==> config.mk <==
export PLATFORM = sky130hd
export DESIGN_NAME = opaddr_gen
export DESIGN_NICKNAME = d
export VERILOG_FILES = /design/src/rtl/opaddr_pkg.sv /design/src/rtl/opaddr_fsm.sv /design/src/rtl/opaddr_dp.sv /design/src/rtl/opaddr_gen.sv
export SDC_FILE = /design/constraint.sdc
export NUM_CORES = 1
export LEC_CHECK = 0
export BUFFER_PORTS_ARGS = -buffer_cell sky130_fd_sc_hd__buf_2
export CORE_ASPECT_RATIO = 0.9
export CORE_MARGIN = 2
export CORE_UTILIZATION = 28
export DETAILED_ROUTE_END_ITERATION = 7
export PLACE_DENSITY_LB_ADDON = 0.2
export SLEW_MARGIN = 20
export SYNTH_ARGS = -nofsm -noshare
export SYNTH_HDL_FRONTEND = slang
export SYNTH_SLANG_ARGS = --single-unit
==> constraint.sdc <==
create_clock -name clk -period 3.6 [get_ports clk]
set_input_delay 0.72 -clock clk [delete_from_list [all_inputs] [get_ports clk]]
set_output_delay 0.72 -clock clk [all_outputs]
set_load 0.1 [all_outputs]
==> src/rtl/opaddr_pkg.sv <==
package opaddr_pkg;
  localparam int AW = 16;
  localparam int DW = 8;
  localparam int MW = 4;

  typedef enum logic [MW-1:0] {
    AM_IMM  = 4'd0,
    AM_ZP   = 4'd1,
    AM_ZPX  = 4'd2,
    AM_ZPY  = 4'd3,
    AM_ABS  = 4'd4,
    AM_ABSX = 4'd5,
    AM_ABSY = 4'd6,
    AM_INDX = 4'd7,
    AM_INDY = 4'd8
  } am_e;

  typedef enum logic [2:0] {
    S_IDLE, S_OP0, S_OP1, S_HI, S_PLO, S_PHI, S_DONE, S_ERR
  } st_e;

  // page-zero sum: carry discarded
  function automatic logic [DW-1:0] zp_sum(input logic [DW-1:0] a, input logic [DW-1:0] b);
    return a + b;
  endfunction

  // full-width sum with zero-extended index
  function automatic logic [AW-1:0] wide_sum(input logic [AW-1:0] base, input logic [DW-1:0] idx);
    return base + {{(AW-DW){1'b0}}, idx};
  endfunction

  function automatic logic uses_y(input am_e m);
    return (m == AM_ZPY) || (m == AM_ABSY) || (m == AM_INDY);
  endfunction
endpackage

==> src/rtl/opaddr_fsm.sv <==
module opaddr_fsm
  import opaddr_pkg::*;
(
  input  logic clk,
  input  logic rst_n,
  input  logic start,
  input  logic [MW-1:0] mode,
  output st_e  st,
  output am_e  mode_q,
  output logic accept
);
  st_e st_n;
  am_e mode_in;

  assign mode_in = am_e'(mode);
  assign accept  = (st == S_IDLE) && start;

  always_comb begin
    st_n = st;
    unique case (st)
      S_IDLE: if (start) begin
        if (mode == AM_IMM)       st_n = S_DONE;
        else if (mode > AM_INDY)  st_n = S_ERR;
        else                      st_n = S_OP0;
      end
      S_OP0: st_n = S_OP1;
      S_OP1: begin
        if (mode_q == AM_ZP || mode_q == AM_ZPX || mode_q == AM_ZPY) st_n = S_DONE;
        else if (mode_q == AM_INDX || mode_q == AM_INDY)             st_n = S_PLO;
        else                                                         st_n = S_HI;
      end
      S_HI:   st_n = S_DONE;
      S_PLO:  st_n = S_PHI;
      S_PHI:  st_n = S_DONE;
      S_DONE: st_n = S_IDLE;
      S_ERR:  st_n = S_IDLE;
      default: st_n = S_IDLE;
    endcase
  end

  always_ff @(posedge clk or negedge rst_n) begin
    if (!rst_n) begin
      st     <= S_IDLE;
      mode_q <= AM_IMM;
    end else begin
      st <= st_n;
      if (accept) mode_q <= mode_in;
    end
  end
endmodule

==> src/rtl/opaddr_dp.sv <==
module opaddr_dp
  import opaddr_pkg::*;
(
  input  logic          clk,
  input  logic          rst_n,
  input  st_e           st,
  input  am_e           mode_q,
  input  logic          accept,
  input  logic [MW-1:0] mode,
  input  logic [AW-1:0] pc,
  input  logic [DW-1:0] xr,
  input  logic [DW-1:0] yr,
  input  logic [DW-1:0] mem_data,
  output logic          mem_rd,
  output logic [AW-1:0] mem_addr,
  output logic [AW-1:0] ea
);
  localparam logic [AW-DW-1:0] PAGE0 = '0;

  logic [AW-1:0] pc_q, ea_q;
  logic [DW-1:0] x_q, y_q, b0_q, ptr_q, lo_q;
  logic [DW-1:0] idx_w, ptr_now;
  logic          is_abs, is_ind, is_zp;

  assign idx_w   = uses_y(mode_q) ? y_q : x_q;
  assign ptr_now = (mode_q == AM_INDX) ? zp_sum(mem_data, x_q) : mem_data;
  assign is_zp   = (mode_q == AM_ZP) || (mode_q == AM_ZPX) || (mode_q == AM_ZPY);
  assign is_ind  = (mode_q == AM_INDX) || (mode_q == AM_INDY);
  assign is_abs  = !is_zp && !is_ind;
  assign ea      = ea_q;

  always_comb begin
    mem_rd   = 1'b0;
    mem_addr = '0;
    unique case (st)
      S_OP0: begin
        mem_rd   = 1'b1;
        mem_addr = pc_q;
      end
      S_OP1: begin
        if (is_abs) begin
          mem_rd   = 1'b1;
          mem_addr = pc_q + 1'b1;
        end else if (is_ind) begin
          mem_rd   = 1'b1;
          mem_addr = {PAGE0, ptr_now};
        end
      end
      S_PLO: begin
        mem_rd   = 1'b1;
        mem_addr = {PAGE0, zp_sum(ptr_q, 8'd1)};
      end
      default: ;
    endcase
  end

  always_ff @(posedge clk or negedge rst_n) begin
    if (!rst_n) begin
      pc_q <= '0; ea_q <= '0; x_q <= '0; y_q <= '0;
      b0_q <= '0; ptr_q <= '0; lo_q <= '0;
    end else begin
      if (accept) begin
        pc_q <= pc;
        x_q  <= xr;
        y_q  <= yr;
        if (mode == AM_IMM) ea_q <= pc;
      end
      unique case (st)
        S_OP1: begin
          b0_q  <= mem_data;
          ptr_q <= ptr_now;
          if (mode_q == AM_ZP)  ea_q <= {PAGE0, mem_data};
          else if (is_zp)       ea_q <= {PAGE0, zp_sum(mem_data, idx_w)};
        end
        S_HI:  ea_q <= (mode_q == AM_ABS) ? {mem_data, b0_q}
                                          : wide_sum({mem_data, b0_q}, idx_w);
        S_PLO: lo_q <= mem_data;
        S_PHI: ea_q <= (mode_q == AM_INDY) ? wide_sum({mem_data, lo_q}, y_q)
                                           : {mem_data, lo_q};
        default: ;
      endcase
    end
  end
endmodule

==> src/rtl/opaddr_gen.sv <==
module opaddr_gen
  import opaddr_pkg::*;
(
  input  logic          clk,
  input  logic          rst_n,
  input  logic          start,
  input  logic [3:0]    mode,
  input  logic [15:0]   pc,
  input  logic [7:0]    xr,
  input  logic [7:0]    yr,
  output logic          mem_rd,
  output logic [15:0]   mem_addr,
  input  logic [7:0]    mem_data,
  output logic          busy,
  output logic          done,
  output logic          err,
  output logic [15:0]   ea
);
  st_e  st_w;
  am_e  mode_q_w;
  logic accept_w;

  opaddr_fsm u_fsm (
    .clk(clk), .rst_n(rst_n), .start(start), .mode(mode),
    .st(st_w), .mode_q(mode_q_w), .accept(accept_w)
  );

  opaddr_dp u_dp (
    .clk(clk), .rst_n(rst_n), .st(st_w), .mode_q(mode_q_w), .accept(accept_w),
    .mode(mode), .pc(pc), .xr(xr), .yr(yr), .mem_data(mem_data),
    .mem_rd(mem_rd), .mem_addr(mem_addr), .ea(ea)
  );

  assign busy = (st_w != S_IDLE);
  assign done = (st_w == S_DONE);
  assign err  = (st_w == S_ERR);
endmodule

==> flow_summary.ini <==
[clock_network]
tritoncts.num_buffers = 9
insertion_delay_ns = 0.35
cts_setup_buffers = 0
cts.sinks = 79
tritoncts = done
htreeDepth = 3
cts_root_buf = clkbuf_16
clk_pin_slew_worst_paths_ns = 0.06
cts.path.max_buffers = 2

[cells_and_area]
layout.cells.non_filler = 1094
areaGrowthSynthToFinish_pct = 23.2
n_antenna_cell = 0
multi_input_area_mm2 = 0.00402
seq_area_mm2 = 0.00198
fillerInstances = 2274
final_util_pct = 35.1
final_nets = 882
drive_gt1_share_pct = 24.0

[logic_synthesis]
ys_types = 69
synthCells = 709
yosys.area_share.xor_xnor_pct = 4.20
synth_seq_area_share_pct = 32.0
muxShareOfSynthArea_pct = 10.3
yosys.area_share.simple_pct = 19.3
ys.warnings.count = 0
synthTopCellsByArea = dfrtp_1, mux2_2, ha_1
synth_top_area_share_pct = 32.0
synth_edf_count = 0
ys.flop_type = dfrtp_1
ys_ff_latch = 79
synthAdderAreaFrac_pct = 7.95
yosys.area.top_type = dfrtp_1
synth_compound_area_share_pct = 22.6
synthesis.area_mm2 = 0.00617
syn_nets = 792
async_flop_share_pct = 100
synth_top_family_by_area = compound AO/OA/AOI/OAI gates
avgSynthCellArea_um2 = 8.70

[place]
hpwl_um = 17200
dp.cells = 1079
port_buffers = 82
gp_congestion = 0.921

[sta]
slew_headroom_pct = 40.5
rsz0062_at_grt = false
period_share_pct = 96.1
clock.fmax_mhz = 289
fin_crit_ns = 3.46
finClkSkew_ns = 0.00864
setup_viol = 0
finalHoldViolCount = 0
drv_slew = 0
worstMarginPinSlew_ns = 0.890

[die]
io_pins = 83
die_h_um = 145
die_area_mm2 = 0.0232
start_util_pct = 28.5
fp.dieW_um = 160
rows = 51
core_area_mm2 = 0.0216

[critical_path]
path_cells = buf_2 -> ha_1 -> fa_1 -> a21o_1 -> a21oi_2 -> o21bai_1 -> a21oi_1 -> xor2_1 -> o21ai_1 -> buf_12
critPathMaxFanout = 2
critPathMaxStageDelay_ns = 0.42
start_kind = primary input
cp_data_arrival_time_ns = 2.74
crit-reg2reg-capture = u_dp.ea[10]
reg2reg_depth = 12
r2r_start = u_fsm.mode_q[0]
path_class = in2out
cp.required_ns = 2.88
worst-path-buf-inv = 2
path_delay_family = compound AO/OA/AOI/OAI gates
cp_slowest_cell = fa_1
regToRegSetupSlack_ns = 0.23
crit_path_end_kind = output port

[route]
wl_um = 21900
drtIter0Drc = 475
vias = 5830
vias_per_cell = 5.33
antenna_left = 0
first_pass_iters = 5
avgRoutedWirePerCell_um = 20.0
drc = 0

[flow_run]
maxCapViolations = 0

[grt]
grt_usage_pct = 19.2
overflow = 0
grt_start_max_net_pins = 48
antenna_found_initial = 0
grt_pass1_vias = 5468
grt_pass1_wl_um = 33600

[run_status]
status = finished clean

[worst_hold_path]
hp-class = in2async
[state kept, by name, summed over array words and instances, names as in the netlist]
register,cells
u_dp.b0_q,8
u_dp.ptr_q,8
u_dp.x_q,8
u_dp.ea,16
u_fsm.mode_q,4
u_dp.y_q,8
u_fsm.st,3
u_dp.pc_q,16
u_dp.lo_q,8
[what timing repair did]
| item | CTS | global route |
|---|---|---|
| endpoints found under the setup margin | 0 | 7 |
| gates resized for setup | 0 | 5 |
| hold buffers | 0 | 0 |
[layout make-up]
cell class,instances,area share (%)
multi-input combinational,576,52.9
inverter,15,0.741
tap,291,4.79
sequential,79,26.0
clock buffer,10,3.01
clock inverter,5,0.774
timing repair buffer,118,11.8
[cell usage after synthesis, drive strengths merged (5+ instances only)]
cell,instances
nor3,16
nor2b,7
a21o,8
and3,9
nand2,96
mux2i,21
nor2,45
a31oi,12
nand2b,5
o21ai,64
inv,15
o22ai,10
clkbuf,28
ha,32
dfrtp,79
nor4,7
and2,7
a211o,5
xnor2,13
buf,11
nand4,5
a22oi,8
mux2,38
o21bai,6
xor2,14
o31a,6
o211ai,10
a21oi,31
a211oi,13
nand3,20
o21a,7
[worst max-delay path by stage]
stage / from / to / slack (ns) / cells past startpoint
2_1_floorplan: u_fsm.mode_q[0] / mem_addr[14] / -0.71 / 5
3_3_place_gp: mem_data[0] / mem_addr[6] / 0.09 / 10
3_5_place_dp: mem_data[0] / mem_addr[6] / 0.11 / 10
4_1_cts: u_dp.pc_q[0] / mem_addr[14] / 0.05 / 8
5_1_grt: u_fsm.mode_q[0] / u_dp.ea[10] / 0.02 / 12
6_report: mem_data[0] / mem_addr[6] / 0.14 / 10
[placed cells by master, fill, tap and decap left out, drive strengths merged, types with 20 or more instances in the layout]
cell and n:
mux2i 21, buf 117, nand2 96, dfrtp 79, a21oi 31, nor2 45
mux2 38, ha 32, nand3 20, o21ai 64
[metrics by stage]
step | TNS [ns] | worst slack [ns] | hold WS [ns] | instance area, µm²
2_1_floorplan | -2.62 | -0.711 | 0.424 | 6200
3_3_place_gp | 0 | 0.0862 | 0.505 | 7300
3_5_place_dp | 0 | 0.110 | 0.508 | 7300
4_1_cts | 0 | 0.0545 | 0.412 | 7580
5_1_grt | 0 | 0.0160 | 0.443 | 7600
6_report | 0 | 0.142 | 0.387 | 7600
[kinds of logic (layout without fill, tap and decap cells)]
group,Yosys count,after routing
flip-flops,79,79
buffers and inverters,54,148
XOR/XNOR,28,28
AO/OA/AOI/OAI,212,212
AND/OR/NAND/NOR,240,240
adder cells (fa/ha/maj),37,37
multiplexers,59,59
[worst register-to-register path: cells and delay by family, from the launching register on]
kind	cells	cell delay (ns)
multiplexers	1	0.35
AO/OA/AOI/OAI	6	1.26
XOR/XNOR	1	0.18
AND/OR/NAND/NOR	1	0.16
buffers and inverters	1	0.20
flip-flops	1	0.43
adder cells (fa/ha/maj)	2	0.67
[per-layer routing]
metal  up-vias  track usage (%)  share of wire, %
li1       2807                -                 -
met5         -                0                 0
met4         0             3.84               1.0
met3        15             4.65               7.4
met2       189             28.3                42
met1      2819             28.3                50
Power is not shown: default switching activity piles up to over one toggle a cycle in this logic, so the estimate is an artifact.
